**config.mk**
```make
export PLATFORM = sky130hd
export DESIGN_NAME = pwmd_dither_pwm
export DESIGN_NICKNAME = d
export VERILOG_FILES = /design/src/rtl/pwmd_pkg.sv /design/src/rtl/pwmd_step_counter.sv /design/src/rtl/pwmd_duty_sel.sv /design/src/rtl/pwmd_out_stage.sv /design/src/rtl/pwmd_dither_pwm.sv
export SDC_FILE = /design/constraint.sdc
export NUM_CORES = 1
export LEC_CHECK = 0
export BUFFER_PORTS_ARGS = -buffer_cell sky130_fd_sc_hd__buf_4
export CORE_UTILIZATION = 30
export DETAILED_ROUTE_END_ITERATION = 10
export PLACE_DENSITY = 0.55
export SLEW_MARGIN = 20
export SYNTH_ARGS = -nofsm -noshare
export SYNTH_HDL_FRONTEND = slang
export SYNTH_SLANG_ARGS = --single-unit
```
**constraint.sdc**
```tcl
create_clock -name clk -period 4.8 [get_ports clk]
set_input_delay 0.24 -clock clk [delete_from_list [all_inputs] [get_ports clk]]
set_output_delay 0.24 -clock clk [all_outputs]
set_load 0.005 [all_outputs]
```
**src/rtl/pwmd_pkg.sv**
```systemverilog
package pwmd_pkg;
  typedef enum logic {PH_LOW = 1'b0, PH_HIGH = 1'b1} phase_e;
endpackage

```
**src/rtl/pwmd_step_counter.sv**
```systemverilog
module pwmd_step_counter #(
  parameter int STEPS = 50,
  parameter int CNT_W = $clog2(STEPS)
) (
  input  logic             clk,
  input  logic             rst_n,
  input  logic             step_en,
  output logic [CNT_W-1:0] cnt_q,
  output logic             wrap
);
  localparam logic [CNT_W-1:0] LAST = CNT_W'(STEPS - 1);

  assign wrap = step_en && (cnt_q == LAST);

  always_ff @(posedge clk or negedge rst_n) begin
    if (!rst_n) begin
      cnt_q <= '0;
    end else if (step_en) begin
      cnt_q <= (cnt_q == LAST) ? '0 : cnt_q + 1'b1;
    end
  end
endmodule

```
**src/rtl/pwmd_duty_sel.sv**
```systemverilog
module pwmd_duty_sel
  import pwmd_pkg::*;
#(
  parameter int STEPS  = 50,
  parameter int CMD_W  = 7,
  parameter int DUTY_W = $clog2(STEPS + 1)
) (
  input  logic              clk,
  input  logic              rst_n,
  input  logic              wrap,
  input  logic [CMD_W-1:0]  duty_cmd,
  output logic [DUTY_W-1:0] duty_q
);
  localparam int               CMD_MAX   = 2 * STEPS;
  localparam logic [CMD_W-1:0] CMD_LIMIT = CMD_W'(CMD_MAX);

  phase_e             phase_q;
  logic [CMD_W-1:0]   cmd_clamped;
  logic [DUTY_W-1:0]  half_duty;
  logic               add_half;
  logic [DUTY_W-1:0]  duty_next;

  always_comb begin
    cmd_clamped = (duty_cmd > CMD_LIMIT) ? CMD_LIMIT : duty_cmd;
    half_duty   = DUTY_W'(cmd_clamped >> 1);
    add_half    = cmd_clamped[0] && (phase_q == PH_HIGH);
    duty_next   = half_duty + DUTY_W'(add_half);
  end

  always_ff @(posedge clk or negedge rst_n) begin
    if (!rst_n) begin
      duty_q  <= '0;
      phase_q <= PH_LOW;
    end else if (wrap) begin
      duty_q  <= duty_next;
      phase_q <= (phase_q == PH_LOW) ? PH_HIGH : PH_LOW;
    end
  end
endmodule

```
**src/rtl/pwmd_out_stage.sv**
```systemverilog
module pwmd_out_stage #(
  parameter int CNT_W  = 6,
  parameter int DUTY_W = 6
) (
  input  logic              clk,
  input  logic              rst_n,
  input  logic              wrap,
  input  logic [CNT_W-1:0]  cnt_q,
  input  logic [DUTY_W-1:0] duty_q,
  output logic              pwm_out,
  output logic              period_start
);
  localparam int CMP_W = (CNT_W > DUTY_W) ? CNT_W : DUTY_W;

  logic [CMP_W-1:0] cnt_ext;
  logic [CMP_W-1:0] duty_ext;

  assign cnt_ext  = CMP_W'(cnt_q);
  assign duty_ext = CMP_W'(duty_q);
  assign pwm_out  = cnt_ext < duty_ext;

  always_ff @(posedge clk or negedge rst_n) begin
    if (!rst_n) begin
      period_start <= 1'b0;
    end else begin
      period_start <= wrap;
    end
  end
endmodule

```
**src/rtl/pwmd_dither_pwm.sv**
```systemverilog
module pwmd_dither_pwm #(
  parameter int STEPS = 50,
  parameter int CMD_W = 7
) (
  input  logic             clk,
  input  logic             rst_n,
  input  logic             step_en,
  input  logic [CMD_W-1:0] duty_cmd,
  output logic             pwm_out,
  output logic             period_start
);
  localparam int CNT_W  = $clog2(STEPS);
  localparam int DUTY_W = $clog2(STEPS + 1);

  logic [CNT_W-1:0]  cnt_q;
  logic [DUTY_W-1:0] duty_q;
  logic              wrap;

  pwmd_step_counter #(.STEPS(STEPS), .CNT_W(CNT_W)) u_cnt (
    .clk(clk), .rst_n(rst_n), .step_en(step_en), .cnt_q(cnt_q), .wrap(wrap)
  );

  pwmd_duty_sel #(.STEPS(STEPS), .CMD_W(CMD_W), .DUTY_W(DUTY_W)) u_sel (
    .clk(clk), .rst_n(rst_n), .wrap(wrap), .duty_cmd(duty_cmd), .duty_q(duty_q)
  );

  pwmd_out_stage #(.CNT_W(CNT_W), .DUTY_W(DUTY_W)) u_out (
    .clk(clk), .rst_n(rst_n), .wrap(wrap), .cnt_q(cnt_q), .duty_q(duty_q),
    .pwm_out(pwm_out), .period_start(period_start)
  );
endmodule

```
==> impl_metrics.py, run 1 <==
metrics = {
    "floorplan": {
        "die_y_um": 55.69,
        "die_area_mm2": 0.003101,
        "initial_core_util_pct": 31.62,
        "coreArea_mm2": 0.002734,
        "num_rows": 19,
        "die_x_um": 55.69,
        "io_pins": 12,
    },
    "synth": {
        "syn_nets": 104,
        "async_reset_ff_share_pct": 100.0,
        "ys_warn_count": 0,
        "synth_area_per_cell_um2": 10.17,
        "netlist_area_um2": 864.6,
        "synth_cell_types": 29,
        "synth_edf_count": 0,
        "synthCells": 85,
        "ys_seq_elements": 14,
        "ys_seq_area_share_pct": 40.52,
        "synthFlopType": "dfrtp_1",
    },
    "critical_path": {
        "cp_slowest_stage_delay_ps": 440,
        "crit_type": "flop to primary output",
        "cp_slowest_cell": "dfrtp_1",
        "worst_setup_path_end_kind": "primary output",
        "crit_arrival_ps": 1700,
        "required_ps": 4560,
        "path_cells": "ha_1 > a2111oi_0 > o31a_1 > buf_4",
        "start_kind": "flop",
        "path_max_fanout": 4,
    },
    "power": {
        "power.share.switching_pct": 35.29,
        "switching_power_uw": 171.3,
        "seqPwrFrac_pct": 41.5,
        "clockPowerShare_pct": 18.1,
        "p_int_uw": 314.2,
        "p_leak_uw": 0.0004953,
        "p_comb_share_pct": 40.4,
        "pwr_density_cell_mw_per_mm2": 475.5,
        "ir_drop_mv": 0.2488,
    },
    "route": {
        "vias": 668,
        "drc": 0,
        "drt_iter0_markers": 19,
        "firstDrtPassIters": 6,
        "ant_nets": 0,
        "wl_per_cell_um": 12.56,
        "routed_via_density": 5.099,
        "totalWireLength_um": 1645,
    },
    "clock_network": {
        "path_clk_slew_ps": 90,
        "cts_buffers": 3,
        "cts_setup_buffers": 0,
        "cts_sinks": 14,
        "cts-root-buf": "clkbuf_4",
        "h-tree-depth": 1,
        "tritoncts": "done",
        "cts.repair.resized": 0,
        "clockBufferDepth": 2,
        "clock_latency_ps": 290,
    },
    "placement": {
        "hpwl_um": 1241,
        "dp.cells": 126,
        "gp_congestion": 0.8138,
        "io_buffers": 11,
    },
    "min_path": {
        "hp-class": "input port to flop",
    },
    "status": {
        "outcome": "completed",
    },
    "sta": {
        "max_freq_mhz": 516.5,
        "fin_crit_sh_pct": 40.33,
        "rsz0062_at_grt": "no",
        "finalMaxSlewViolations": 0,
        "tns_ps": 0,
        "finalSetupViolCount": 0,
        "maxSlewHeadroom_pct": 64.62,
        "skew_ps": 2.935,
        "hold_viol_final": 0,
        "worst_slew_pin_slew_ps": 524.1,
        "period_needed_ps": 1936,
    },
    "global_route": {
        "grt_max_degree": 15,
        "grt_pass1_wl_um": 2918,
        "antenna_found_initial": 0,
        "grt-ovfl-total": 0,
        "grt_pass1_vias": 628,
        "track_usage_pct": 12.03,
    },
    "run": {
        "drv_cap": 0,
    },
    "final_layout": {
        "fin_nets": 120,
        "diodes": 0,
        "area_growth_pct": 18.09,
        "fillers": 266,
        "layout.cells.non_filler": 131,
        "final_layout_size_suffix_gt1_share_pct": 19.00,
    },
}
layout make-up:
class | count | area, µm² | area share, %
clock buffers | 4 | 36.28 | 3.554
inverters | 7 | 26.28 | 2.574
multi-input cells | 63 | 476.7 | 46.69
flip-flops and latches | 14 | 350.3 | 34.31
well taps | 31 | 38.79 | 3.799
repair buffers | 12 | 92.59 | 9.069
kinds of logic (layout without fill, tap and decap cells):
logic type,after synthesis,after routing,share of synthesized area (%)
AOI/OAI and AO/OA,19,19,13.46
xor gates and xnor gates,4,4,4.053
adders and majority gates,9,9,13.02
buffers and inverters,8,23,4.342
DFF,14,14,40.52
muxes,5,5,6.512
and+or+nand+nor,26,26,18.09
state kept, by name, indices dropped and copies added (netlist names):
signal	flops
u_sel.phase_q	1
u_cnt.cnt_q	6
u_sel.duty_q	6
u_out.period_start	1
worst paths after layout:
check | startpoint | endpoint | slack (ps) | cells past startpoint
min in group asynchronous | rst_n | u_sel.duty_q[5]$_DFFE_PN0P_ | 330 | 2
min reg2reg | u_sel.phase_q$_DFFE_PN0P_ | u_sel.phase_q$_DFFE_PN0P_ | 460 | 1
max reg2reg | u_cnt.cnt_q[1]$_DFFE_PN0P_ | u_sel.duty_q[0]$_DFFE_PN0P_ | 3200 | 5
min | step_en | u_cnt.cnt_q[1]$_DFFE_PN0P_ | 210 | 2
max in group asynchronous | rst_n | u_cnt.cnt_q[5]$_DFFE_PN0P_ | 4310 | 2
max | u_cnt.cnt_q[1]$_DFFE_PN0P_ | pwm_out | 2860 | 4
through the flow:
stage / hold WS, ps / power [µW] / setup WS [ps] / cell area [µm²] / utilization (%)
2_1_floorplan: -55.59 / 334.9 / 3164 / 864.6 / -
3_3_place_gp: 100.1 / 392.3 / 2946 / 974.7 / 35.65
3_5_place_dp: 100.0 / 400.1 / 2827 / 974.7 / 35.65
4_1_cts: 196.9 / 490.0 / 2854 / 1021 / 37.35
5_1_grt: 208.6 / 533.8 / 2793 / 1021 / 37.35
6_report: 208.9 / 485.5 / 2864 / 1021 / 37.35
synthesized netlist by cell type (2+ instances only):
cell	instances	share of area, %
a21oi_1	7	4.1
and2_1	3	2.2
and3_1	2	1.4
dfrtp_1	14	41
ha_1	9	13
inv_1	7	3.0
mux2i_1	3	3.5
nand2_1	4	1.7
nand2b_1	6	4.3
nand3_1	5	2.9
o21ai_0	3	1.7
o22ai_1	3	2.2
xnor2_1	2	2.0
xor2_1	2	2.0
critical path, delay by kind of cell, from the launching register on:
family | cells | cell delay (ps)
AO/OA/AOI/OAI | 2 | 560
flip-flops | 1 | 440
adder cells (fa/ha/maj) | 1 | 310
buffers and inverters | 1 | 110
metal layers:
| layer | global-route usage [%] | vias to the layer above | share of wire (%) |
|---|---|---|---|
| met3 | 1.395 | 5 | 2.5 |
| met2 | 18.59 | 10 | 47 |
| met5 | 0 | - | 0 |
| met4 | 7.500 | 0 | 2.9 |
| li1 | - | 332 | - |
| met1 | 16.01 | 321 | 48 |
power by group through the flow:
| stage | clock network [µW] | logic [µW] | registers (µW) |
|---|---|---|---|
| finish | 87.6 | 196 | 202 |
| global placement | 0 | 189 | 203 |
| detailed placement | 0 | 197 | 203 |
| CTS | 89.8 | 199 | 201 |
| floorplan | 0 | 143 | 191 |
| global route | 95.3 | 230 | 209 |
layout by cell type (no fill, tap or decap), types with 3 or more instances in the layout:
cell / netlist / routed
a21oi_1: 7 / 7
and2_1: 3 / 3
buf_4: 0 / 11
clkbuf_4: 0 / 3
dfrtp_1: 14 / 14
ha_1: 9 / 9
inv_1: 7 / 7
mux2i_1: 3 / 3
nand2_1: 4 / 4
nand2b_1: 6 / 6
nand3_1: 5 / 5
o21ai_0: 3 / 3
o22ai_1: 3 / 3
repair_timing:
action,in CTS,in global routing
endpoints found under the hold margin,14,0
endpoints found under the setup margin,0,0
hold buffers,1,0
Power figures use the tool's default switching activity.
==> inputs of run 2 (changes only) <==
PLACE_DENSITY = 0.57   (was 0.55)
clock period = 1.6 ns   (was 4.8 ns; I/O delays follow)
==> impl_metrics.py, run 2 (synthesis results as in run 1) <==
metrics = {
    "critical_path": {
        "crit_arrival_ps": 1530,
        "start_kind": "flop",
        "r2r-end": "u_sel.duty_q[0]$_DFFE_PN0P_",
        "worst_setup_path_end_kind": "primary output",
        "required_ps": 1520,
        "worst-r2r-setup-slack_ps": 20,
        "crit_type": "flop to primary output",
        "r2r_start": "u_cnt.cnt_q[1]$_DFFE_PN0P_",
        "path_max_fanout": 2,
        "worstRegToRegCells": 6,
    },
    "global_route": {
        "grt-ovfl-total": 0,
        "grt_pass1_wl_um": 3091,
        "antenna_found_initial": 0,
        "grt_pass1_vias": 698,
        "track_usage_pct": 12.82,
        "grt_max_degree": 15,
    },
    "power": {
        "pwr_density_cell_mw_per_mm2": 1480,
        "p_leak_uw": 0.0005770,
        "ir_drop_mv": 0.8394,
    },
    "sta": {
        "rsz0062_at_grt": "yes",
        "fin_ws_ps": -9.230,
        "maxSlewHeadroom_pct": 76.29,
        "hold-worst-slack_ps": 41.23,
        "max_freq_mhz": 621.4,
        "fin_crit_sh_pct": 100.6,
        "period_needed_ps": 1609,
        "finalMaxSlewViolations": 0,
        "hold_viol_final": 0,
        "skew_ps": 2.239,
        "finalSetupViolCount": 1,
        "worst_slew_pin_slew_ps": 351.2,
    },
    "floorplan": {
        "io_pins": 12,
        "die_x_um": 55.69,
        "die_y_um": 55.69,
        "initial_core_util_pct": 31.62,
        "num_rows": 19,
        "coreArea_mm2": 0.002734,
        "die_area_mm2": 0.003101,
    },
    "route": {
        "vias": 743,
        "firstDrtPassIters": 4,
        "drt_iter0_markers": 9,
        "drc": 0,
        "ant_nets": 0,
        "totalWireLength_um": 1865,
        "wl_per_cell_um": 12.77,
        "routed_via_density": 5.089,
    },
    "final_layout": {
        "multi_input_area_um2": 540.5,
        "most-common-layout-cells": "buf_4 (23), dfrtp_1 (12), a21oi_1 (7), ha_1 (6)",
        "reg.largest.list": "u_cnt.cnt_q x6, u_sel.duty_q x6",
        "area_growth_pct": 40.38,
        "regArea_um2": 352.8,
        "fillers": 252,
        "fin_nets": 135,
        "diodes": 0,
        "mostFrequentLayoutCell": "buf_4",
        "final_layout_size_suffix_gt1_share_pct": 37.39,
    },
    "clock_network": {
        "cts_buffers": 3,
        "h-tree-depth": 1,
        "cts-root-buf": "clkbuf_4",
        "clock_latency_ps": 280,
        "cts_sinks": 14,
        "tritoncts": "done",
        "clockBufferDepth": 2,
        "path_clk_slew_ps": 90,
    },
    "min_path": {
        "hold_depth": 2,
        "min-delay-start": "step_en",
        "hp-class": "input port to flop",
        "min_to": "u_cnt.cnt_q[4]$_DFFE_PN0P_",
    },
    "status": {
        "outcome": "finished, violations left",
        "violations": "negative setup slack",
    },
    "placement": {
        "hpwl_um": 1278,
        "pre_cts_ws_ps": -88.41,
        "io_buffers": 11,
        "gp_congestion": 0.7853,
    },
    "run": {
        "drv_cap": 0,
    },
}
==> run 2: cell count changes in the layout (fill, tap and decap cells not counted), sizes merged <==
cell,delta
buf,+15
==> run 2: repair_timing <==
item,CTS,global route
hold endpoints to repair,14,0
pin swaps,3,4
hold buffers,1,0
buffers inserted,4,3
setup endpoints to repair,1,10
resized for setup,6,11
==> run 2: power breakdown <==
part,internal [µW],switching [µW]
clock network,138,119
logic,538,398
registers,487,116
==> run 2: cell type report <==
type	count	area share (%)
clock buffers	4	2.990
flip-flops and latches	14	29.07
repair buffers	27	17.84
multi-input cells	63	44.54
inverters	7	2.371
well taps	31	3.196
==> run 2: how the worst max path moves through the flow <==
stage | start | slack [ps] | cells past startpoint | end
final | u_cnt.cnt_q[2]$_DFFE_PN0P_ | -9 | 5 | pwm_out
after global routing | u_cnt.cnt_q[1]$_DFFE_PN0P_ | -100 | 4 | pwm_out
after CTS | u_sel.duty_q[1]$_DFFE_PN0P_ | -20 | 5 | pwm_out
after detailed placement | duty_cmd[2] | -90 | 9 | u_sel.duty_q[4]$_DFFE_PN0P_
after global placement | duty_cmd[2] | -20 | 9 | u_sel.duty_q[4]$_DFFE_PN0P_
after floorplan | u_cnt.cnt_q[1]$_DFFE_PN0P_ | 80 | 6 | u_sel.duty_q[0]$_DFFE_PN0P_
==> run 2: metal layers <==
metal / GRT usage (%) / wire length [µm] / vias up
met2: 22.20 / 966 / 7
met3: 3.488 / 36 / 2
met5: 0 / 0 / -
met4: 4.286 / 27 / 0
li1: - / - / 363
met1: 15.27 / 834 / 371
==> run 2: stage by stage <==
step | power (µW) | area, µm² | std cells | TNS [ps] | utilization, %
after CTS | 1668 | 1144 | 143 | -35.61 | 41.83
final | 1796 | 1214 | 146 | -9.230 | 44.39
after global routing | 1953 | 1214 | 146 | -151.9 | 44.39
after floorplan | 1005 | 864.6 | 85 | 0 | -
after detailed placement | 1219 | 1035 | 134 | -177.1 | 37.85
after global placement | 1199 | 1035 | 134 | -16.24 | 37.85
==> run 2: worst max-delay path: stages, from the launching register on <==
cell	delay, ps
dfrtp_1	430
ha_4	280
o21a_1	100
nor2_1	40
o31a_1	270
buf_4	130
